File: config.mk
export PLATFORM = sky130hd
export DESIGN_NAME = dualop_alu
export DESIGN_NICKNAME = d
export VERILOG_FILES = /design/src/rtl/dualop_alu_pkg.sv /design/src/rtl/dualop_arith.sv /design/src/rtl/dualop_logic.sv /design/src/rtl/dualop_outreg.sv /design/src/rtl/dualop_alu.sv
export SDC_FILE = /design/constraint.sdc
export NUM_CORES = 1
export LEC_CHECK = 0
export BUFFER_PORTS_ARGS = -buffer_cell sky130_fd_sc_hd__buf_2
export CORE_UTILIZATION = 35
export DETAILED_ROUTE_END_ITERATION = 12
export GPL_ROUTABILITY_DRIVEN = 0
export GPL_TIMING_DRIVEN = 0
export PLACE_DENSITY_LB_ADDON = 0.25
export SLEW_MARGIN = 25
export SYNTH_ARGS = -nofsm -noshare
export SYNTH_HDL_FRONTEND = slang
export SYNTH_SLANG_ARGS = --single-unit
File: constraint.sdc
create_clock -name clk -period 0.8 [get_ports clk]
set_clock_uncertainty 0.05 [all_clocks]
set_input_delay 0.04 -clock clk [delete_from_list [all_inputs] [get_ports clk]]
set_output_delay 0.04 -clock clk [all_outputs]
set_load 0.01 [all_outputs]
File: src/rtl/dualop_alu_pkg.sv
package dualop_alu_pkg;
  typedef enum logic [3:0] {
    OP_MOV  = 4'd4,
    OP_ADD  = 4'd5,
    OP_ADDC = 4'd6,
    OP_SUBC = 4'd7,
    OP_SUB  = 4'd8,
    OP_CMP  = 4'd9,
    OP_DADD = 4'd10,
    OP_BIT  = 4'd11,
    OP_BIC  = 4'd12,
    OP_BIS  = 4'd13,
    OP_XOR  = 4'd14,
    OP_AND  = 4'd15
  } alu_op_e;

  // status nibble positions
  localparam int ST_C = 0;
  localparam int ST_Z = 1;
  localparam int ST_N = 2;
  localparam int ST_V = 3;
  localparam int ST_W = 4;
  localparam int OP_W = 4;
endpackage

File: src/rtl/dualop_arith.sv
module dualop_arith
  import dualop_alu_pkg::*;
#(
  parameter int W = 16
) (
  input  logic [OP_W-1:0] op,
  input  logic [W-1:0]    src,
  input  logic [W-1:0]    dst,
  input  logic            cin,
  output logic [W-1:0]    sum,
  output logic            cout,
  output logic            ovf
);
  localparam int MSB = W - 1;

  function automatic logic [W:0] wide_add(input logic [W-1:0] a,
                                          input logic [W-1:0] b,
                                          input logic         ci);
    return {1'b0, a} + {1'b0, b} + {{W{1'b0}}, ci};
  endfunction

  function automatic logic sign_flip(input logic a_msb, input logic b_msb,
                                     input logic r_msb);
    return (a_msb == b_msb) && (r_msb != a_msb);
  endfunction

  logic         is_sub;
  logic         use_c;
  logic         ci_eff;
  logic [W-1:0] b_opnd;
  logic [W:0]   full;

  always_comb begin
    is_sub = (op == OP_SUB) || (op == OP_SUBC) || (op == OP_CMP);
    use_c  = (op == OP_ADDC) || (op == OP_SUBC);
    b_opnd = is_sub ? ~src : src;
    ci_eff = use_c ? cin : is_sub;
    full   = wide_add(dst, b_opnd, ci_eff);
    sum    = full[W-1:0];
    cout   = full[W];
    ovf    = sign_flip(dst[MSB], b_opnd[MSB], sum[MSB]);
  end
endmodule

File: src/rtl/dualop_logic.sv
module dualop_logic
  import dualop_alu_pkg::*;
#(
  parameter int W = 16
) (
  input  logic [OP_W-1:0] op,
  input  logic [W-1:0]    src,
  input  logic [W-1:0]    dst,
  output logic [W-1:0]    lres,
  output logic            lovf
);
  localparam int MSB = W - 1;

  always_comb begin
    case (op)
      OP_MOV:  lres = src;
      OP_BIC:  lres = dst & ~src;
      OP_BIS:  lres = dst | src;
      OP_XOR:  lres = dst ^ src;
      default: lres = dst & src;
    endcase
    lovf = (op == OP_XOR) && dst[MSB] && src[MSB];
  end
endmodule

File: src/rtl/dualop_outreg.sv
module dualop_outreg #(
  parameter int DW      = 8,
  parameter bit REG_OUT = 1'b1
) (
  input  logic          clk,
  input  logic          rst_n,
  input  logic [DW-1:0] d,
  output logic [DW-1:0] q
);
  generate
    if (REG_OUT) begin : g_reg
      always_ff @(posedge clk or negedge rst_n) begin
        if (!rst_n) q <= '0;
        else        q <= d;
      end
    end else begin : g_thru
      assign q = d;
    end
  endgenerate
endmodule

File: src/rtl/dualop_alu.sv
module dualop_alu
  import dualop_alu_pkg::*;
#(
  parameter int W       = 16,
  parameter bit REG_OUT = 1'b1
) (
  input  logic            clk,
  input  logic            rst_n,
  input  logic [OP_W-1:0] op,
  input  logic [W-1:0]    src,
  input  logic [W-1:0]    dst,
  input  logic [ST_W-1:0] stat_in,
  output logic [W-1:0]    res,
  output logic            wr_en,
  output logic            stat_upd,
  output logic [ST_W-1:0] stat_out,
  output logic            unsup
);
  localparam int MSB = W - 1;
  localparam int DW  = W + ST_W + 3;

  // named internal events, observed by the checker
  logic [W-1:0]    ar_sum;
  logic            ar_c;
  logic            ar_v;
  logic [W-1:0]    lg_res;
  logic            lg_v;
  logic            is_arith;
  logic            is_logic;
  logic [W-1:0]    nxt_res;
  logic            nxt_wr;
  logic            nxt_upd;
  logic            nxt_unsup;
  logic [ST_W-1:0] nxt_stat;
  logic            f_n;
  logic            f_z;
  logic            f_c;
  logic            f_v;

  dualop_arith #(.W(W)) u_arith (
    .op(op), .src(src), .dst(dst), .cin(stat_in[ST_C]),
    .sum(ar_sum), .cout(ar_c), .ovf(ar_v)
  );

  dualop_logic #(.W(W)) u_logic (
    .op(op), .src(src), .dst(dst), .lres(lg_res), .lovf(lg_v)
  );

  always_comb begin
    is_arith  = (op >= OP_ADD) && (op <= OP_CMP);
    is_logic  = (op == OP_MOV) || (op >= OP_BIT);
    nxt_unsup = !(is_arith || is_logic);
    nxt_res   = nxt_unsup ? '0 : (is_arith ? ar_sum : lg_res);
    nxt_wr    = !nxt_unsup && (op != OP_CMP) && (op != OP_BIT);
    nxt_upd   = is_arith || (op == OP_BIT) || (op == OP_XOR) || (op == OP_AND);
    f_n       = nxt_res[MSB];
    f_z       = (nxt_res == '0);
    f_c       = is_arith ? ar_c : !f_z;
    f_v       = is_arith ? ar_v : lg_v;
    nxt_stat  = stat_in;
    if (nxt_upd) begin
      nxt_stat[ST_N] = f_n;
      nxt_stat[ST_Z] = f_z;
      nxt_stat[ST_C] = f_c;
      nxt_stat[ST_V] = f_v;
    end
  end

  dualop_outreg #(.DW(DW), .REG_OUT(REG_OUT)) u_out (
    .clk(clk), .rst_n(rst_n),
    .d({nxt_res, nxt_wr, nxt_upd, nxt_stat, nxt_unsup}),
    .q({res, wr_en, stat_upd, stat_out, unsup})
  );
endmodule

==> results.json, run 1 <==
{
  "syn_area_um2": 3341,
  "path_delay_family": "compound AO/OA/AOI/OAI gates",
  "die_area_um2": 9939,
  "timing.final.ws_setup_ns": -2.564,
  "final_cell_mix": "buf_2 (68), inv_1 (39), buf_4 (38), o21ai_0 (31), ha_1 (27)",
  "h-tree-depth": 1,
  "tightest_slew_ns": 0.6771,
  "cp_max_fo": 4,
  "antenna-diode-count": 0,
  "synthArstFlopShare_pct": 100.0,
  "setup_viol": 45,
  "grt_pass1_vias": 3631,
  "synth_xor_area_share_pct": 6.554,
  "cts.reportedPaths.clkPinSlew_ns": 0.07,
  "hold_viol": 1,
  "coreArea_um2": 9240,
  "via_per_inst": 5.742,
  "drive_above_1_share_pct": 38.59,
  "syn2layout_area_growth_pct": 37.87,
  "cts_tree": "done",
  "synth_top_family_by_area": "compound AO/OA/AOI/OAI gates",
  "dr.pass1.iters": 5,
  "grt_setup_unrepaired": "yes",
  "ant_nets": 0,
  "wire_per_inst_um": 18.68,
  "drt-initial-drc-count": 409,
  "die_w_um": 99.70,
  "grt_overflow_total": 0,
  "period_needed_ns": 3.364,
  "rows": 35,
  "holdBufCountCts": 1,
  "yosys_register_bits": 23,
  "n_fill_cell": 896,
  "antenna_found_initial": 0,
  "drc": 0,
  "cap_violations": 0,
  "p_per_area_nw_per_um2": 1271,
  "ys_seq_area_share_pct": 17.23,
  "cpMostUsedCell": "buf_6",
  "status": "finished with violations",
  "slew_viol_final": 0,
  "dieHeight_um": 99.70,
  "yosysTopAreaCellShare_pct": 17.23,
  "nets": 602,
  "cp-start-kind": "primary input",
  "largest_register_ff_count": 23,
  "worstPathRequired_ns": 0.86,
  "holdWs_ns": -0.03331,
  "ys_types": 77,
  "grt_max_degree": 24,
  "synth_area_leaders": "dfrtp_1 (17%), ha_1 (12%), o21ai_0 (5.7%)",
  "synth_compound_area_share_pct": 35.77,
  "synth_area_leader_cell": "dfrtp_1",
  "min_path_cells": 2,
  "grt_util_all_layers_pct": 24.61,
  "fin_cells": 655,
  "slowest_stage": "a221o_2",
  "final_common_cell": "buf_2",
  "ir_drop_mv": 0.5699,
  "crit_arrival_ns": 3.42,
  "clock_sinks": 23,
  "crit_type": "primary input to flip-flop",
  "fin_crit_sh_pct": 420.5,
  "start_util_pct": 36.15,
  "avgSynthCellArea_um2": 7.973,
  "cpPeakStageDelay_ns": 0.45,
  "vias": 3761,
  "path_buf_inv": 8,
  "cts_buffer_depth": 2,
  "worstPathCellList": "buf_8 -> buf_6 -> and2b_2 -> buf_8 -> nand2_4 -> o21ai_4 -> buf_4 -> buf_6 -> buf_12 -> xnor2_4 -> fa_2 -> a21o_1 -> a221o_2 -> buf_6 -> xnor2_2 -> a221o_1 -> inv_2 -> nor4b_4 -> and4_1 -> a41oi_2",
  "synth_fa_ha_area_share_pct": 12.81,
  "fin_setup_tns_ns": -39.91,
  "synthSimpleGateAreaFrac_pct": 17.64,
  "synth_warnings": 0,
  "synth_nets": 494,
  "synth_cells": 419,
  "synth_mux_area_share_pct": 0.6742,
  "synth_edf_count": 0,
  "max_freq_ghz": 0.2973,
  "top_register": "u_out.q",
  "dp.cells": 610,
  "dominantRegCellSynth": "dfrtp_1",
  "boundaryPins": 65,
  "p_leak_nw": 2.106,
  "routed_wl_um": 12240,
  "clock-root-buffer": "clkbuf_8",
  "io_buffers": 62,
  "power_mw": 5.853,
  "dp_hpwl_um": 9046,
  "relSlewSlack_pct": 54.77,
  "grt_pass1_wl_um": 19110,
  "violations": "negative hold slack, negative setup slack",
  "critPathCaptureType": "flip-flop",
  "worstHoldPathType": "primary input to flip-flop",
  "cts_buffers": 3,
  "path_depth": 20,
  "top_regs": "u_out.q (23)"
}
routing by layer:
metal	GRT usage, %	routed length (um)	up-vias
li1	-	-	1758
met1	32.96	5444	1761
met2	39.89	5454	205
met3	2.460	907	37
met4	11.09	431	0
met5	0	0	-
timing repair:
action	in CTS	in global routing
gates resized for setup	49	25
setup endpoints to repair	45	46
pin swaps	37	30
hold endpoints to repair	24	1
gates cloned	0	0
buffers inserted	27	15
per-stage QoR:
step / cell area (um2) / utilization (%) / setup WS, ns / hold WS (ns)
after floorplan: 3418 / - / -2.466 / -0.3056
after global placement: 3890 / 42.10 / -3.039 / -0.03024
after detailed placement: 3890 / 42.10 / -3.056 / -0.01947
after CTS: 4392 / 47.53 / -2.516 / -0.04116
after global routing: 4606 / 49.84 / -2.620 / -0.02952
final: 4606 / 49.84 / -2.564 / -0.03331
kinds of logic (layout without fill, tap and decap cells):
family / count (synthesis) / count (layout)
AND/OR/NAND/NOR: 105 / 105
buffers and inverters: 66 / 173
flip-flops: 23 / 23
adder cells (fa/ha/maj): 33 / 33
multiplexers: 2 / 2
XOR/XNOR: 25 / 25
AO/OA/AOI/OAI: 165 / 165
cells in the mapped netlist (4+ instances only):
cell and count:
a21o_1 11, a21oi_1 25, a221oi_1 7, a22oi_1 8, a31oi_1 5, and2_1 5
and3_1 5, buf_2 15, buf_6 5, dfrtp_1 23, ha_1 31, inv_1 41
nand2_1 25, nand2b_1 8, nand3_1 6, nor2_1 23, nor2b_1 8, nor3_1 5
o211ai_1 6, o21ai_0 38, o21ai_1 8, o32ai_1 6, xnor2_1 21, xor2_1 4
cell type report:
| cell class | count | area, um2 | share of cell area (%) |
|---|---|---|---|
| buffer | 22 | 205.2 | 4.455 |
| clock buffer | 4 | 45.04 | 0.9780 |
| timing repair buffer | 104 | 673.1 | 14.62 |
| multi-input combinational | 330 | 2778 | 60.31 |
| tap | 129 | 161.4 | 3.504 |
| inverter | 43 | 167.7 | 3.640 |
| sequential | 23 | 575.6 | 12.50 |
power by group:
| group | switching (mW) | internal [mW] | leakage (nW) |
|---|---|---|---|
| Sequential | 0.0347 | 1.32 | 0.283 |
| Clock | 0.321 | 0.354 | 0.0228 |
| Combinational | 2.10 | 1.72 | 1.80 |
worst paths after layout:
check	startpoint	end	slack [ns]
max	op[3]	u_out.q[1]$_DFF_PN0_	-2.56
min in group asynchronous	rst_n	u_out.q[10]$_DFF_PN0_	0.22
min	stat_in[2]	u_out.q[3]$_DFF_PN0_	-0.03
max in group asynchronous	rst_n	u_out.q[20]$_DFF_PN0_	0.16
No activity file was read; power rests on OpenSTA's default activity.
==> run 2, diff against run 1 <==
--- a/config.mk
+++ b/config.mk
@@ -6,6 +6,7 @@
 export NUM_CORES = 1
 export LEC_CHECK = 0
 export BUFFER_PORTS_ARGS = -buffer_cell sky130_fd_sc_hd__buf_2
+export CORE_ASPECT_RATIO = 0.75
 export CORE_UTILIZATION = 35
 export DETAILED_ROUTE_END_ITERATION = 12
 export GPL_ROUTABILITY_DRIVEN = 0
==> run 2 against run 1 <==
  * The run still ends with negative hold slack, negative setup slack left
  * Routed wire length is 7.5% higher
  * Sequential share of layout area decreased by 0.41 points
  * Power is 10% higher
  * Highest routed layer unchanged
  * Die area is essentially flat
  * Fmax decreased by 3.1%
  * Non-clock buffer count rose by 8
  * Largest cell class unchanged
  * Utilization grew 2.2 points
  * Critical path type unchanged
  * Critical path depth shrank 3
==> results.json, run 2 (synthesized netlist as in run 1, its figures left out) <==
{
  "netSwitchingFraction_pct": 40.64,
  "cts.reportedPaths.clkPinSlew_ns": 0.05,
  "critPathCaptureType": "flip-flop",
  "antenna-diode-count": 0,
  "dp_hpwl_um": 9434,
  "final_cell_mix": "buf_2 (64), inv_1 (38), buf_4 (38), o21ai_0 (32), ha_1 (30)",
  "grt_setup_unrepaired": "yes",
  "clock_sinks": 23,
  "drc": 0,
  "final_common_cell": "buf_2",
  "dp.cells": 609,
  "largest_register_ff_count": 23,
  "slew_viol_final": 0,
  "rows": 30,
  "violations": "negative hold slack, negative setup slack",
  "fin_cells": 662,
  "start_util_pct": 36.48,
  "seqPwrFrac_pct": 21.2,
  "coreArea_um2": 9159,
  "antenna_found_initial": 0,
  "die_w_um": 114.8,
  "wire_per_inst_um": 19.87,
  "via_per_inst": 5.816,
  "dr.pass1.iters": 5,
  "nets": 610,
  "fin_util_pct": 51.99,
  "syn2layout_area_growth_pct": 42.55,
  "cap_violations": 0,
  "drive_above_1_share_pct": 38.58,
  "p_leak_nw": 2.191,
  "worstPathRequired_ns": 0.89,
  "grt_overflow_total": 0,
  "vias": 3850,
  "max_freq_ghz": 0.2882,
  "cp_max_fo": 4,
  "top_regs": "u_out.q (23)",
  "drt-initial-drc-count": 359,
  "p_sw_mw": 2.622,
  "clock-root-buffer": "clkbuf_16",
  "cts_buffer_depth": 2,
  "period_needed_ns": 3.470,
  "relSlewSlack_pct": 36.52,
  "fin_crit_sh_pct": 433.8,
  "grt_util_all_layers_pct": 26.71,
  "grt_max_degree": 24,
  "grt_pass1_vias": 3676,
  "dieHeight_um": 86.61,
  "worstHoldPathType": "primary input to flip-flop",
  "die_area_um2": 9944,
  "timing.final.ws_setup_ns": -2.670,
  "ir_drop_mv": 0.7221,
  "clockPowerShare_pct": 16.0,
  "n_fill_cell": 889,
  "power_mw": 6.453,
  "crit_arrival_ns": 3.56,
  "holdBufCountCts": 1,
  "top_register": "u_out.q",
  "ant_nets": 0,
  "h-tree-depth": 1,
  "io_buffers": 62,
  "setup_viol": 46,
  "holdWs_ns": -0.03113,
  "dp_worst_setup_slack_ns": -3.070,
  "tightest_slew_ns": 0.9503,
  "cts_buffers": 3,
  "boundaryPins": 65,
  "hold_viol": 1,
  "intPower_mw": 3.830,
  "crit_type": "primary input to flip-flop",
  "p_per_area_nw_per_um2": 1355,
  "routed_wl_um": 13160,
  "cp-start-kind": "primary input",
  "grt_pass1_wl_um": 20160,
  "status": "finished with violations",
  "combinationalPowerShare_pct": 62.8,
  "cts_tree": "done"
}
[run 2: stage by stage]
step           TNS, ns  instance area (um2)
2_1_floorplan   -36.95                 3418
5_1_grt         -44.32                 4762
4_1_cts         -41.00                 4569
3_3_place_gp    -49.46                 3889
6_report        -42.26                 4762
3_5_place_dp    -50.19                 3889
[run 2: area by class of cell]
cell class / count / area (um2) / share of cell area [%]
buffer: 22 / 216.5 / 4.545
clock buffer: 4 / 78.83 / 1.655
inverter: 43 / 170.2 / 3.573
multi-input combinational: 330 / 2780 / 58.38
sequential: 23 / 575.6 / 12.09
tap: 128 / 160.2 / 3.363
timing repair buffer: 112 / 780.7 / 16.40
[run 2: metal layers]
metal  GRT usage (%)  vias to the layer above  part of all wire [%]
li1                -                     1770                     -
met1           36.62                     1826                    43
met2           43.20                      231                    45
met3           5.804                       23                    12
met4           5.313                        0                   1.1
met5               0                        -                     0
[run 2: power groups by stage]
| stage | combinational [mW] | clock (mW) | sequential, mW |
|---|---|---|---|
| 6_report | 4.05 | 1.03 | 1.37 |
| 5_1_grt | 4.32 | 1.12 | 1.38 |
| 4_1_cts | 3.61 | 1.05 | 1.36 |
| 3_5_place_dp | 2.96 | 0 | 1.38 |
| 3_3_place_gp | 2.91 | 0 | 1.38 |
| 2_1_floorplan | 1.91 | 0 | 1.48 |
[run 2: path summary, 6_finish.rpt]
path                       startpoint                     to  cells past startpoint
setup / recovery                op[3]   u_out.q[2]$_DFF_PN0_                     17
hold / removal             stat_in[2]   u_out.q[3]$_DFF_PN0_                      2
max in group asynchronous       rst_n  u_out.q[19]$_DFF_PN0_                      2
min in group asynchronous       rst_n   u_out.q[7]$_DFF_PN0_                      2
[run 2: timing repair]
action,CTS,global route
resized for setup,63,23
buffers inserted,42,11
setup endpoints to repair,45,46
pin swaps,34,23
hold endpoints to repair,24,1
[run 2: worst max-delay path: stages]
cell,delay [ns]
buf_8,0.10
buf_6,0.11
and2b_2,0.21
buf_8,0.13
nand2_4,0.06
o21ai_4,0.07
xnor2_2,0.15
fa_2,0.42
fa_2,0.36
a21o_1,0.20
a221o_2,0.47
a41oi_2,0.22
xor2_1,0.11
a221oi_2,0.44
nor3_1,0.10
and4_1,0.19
a31o_1,0.18
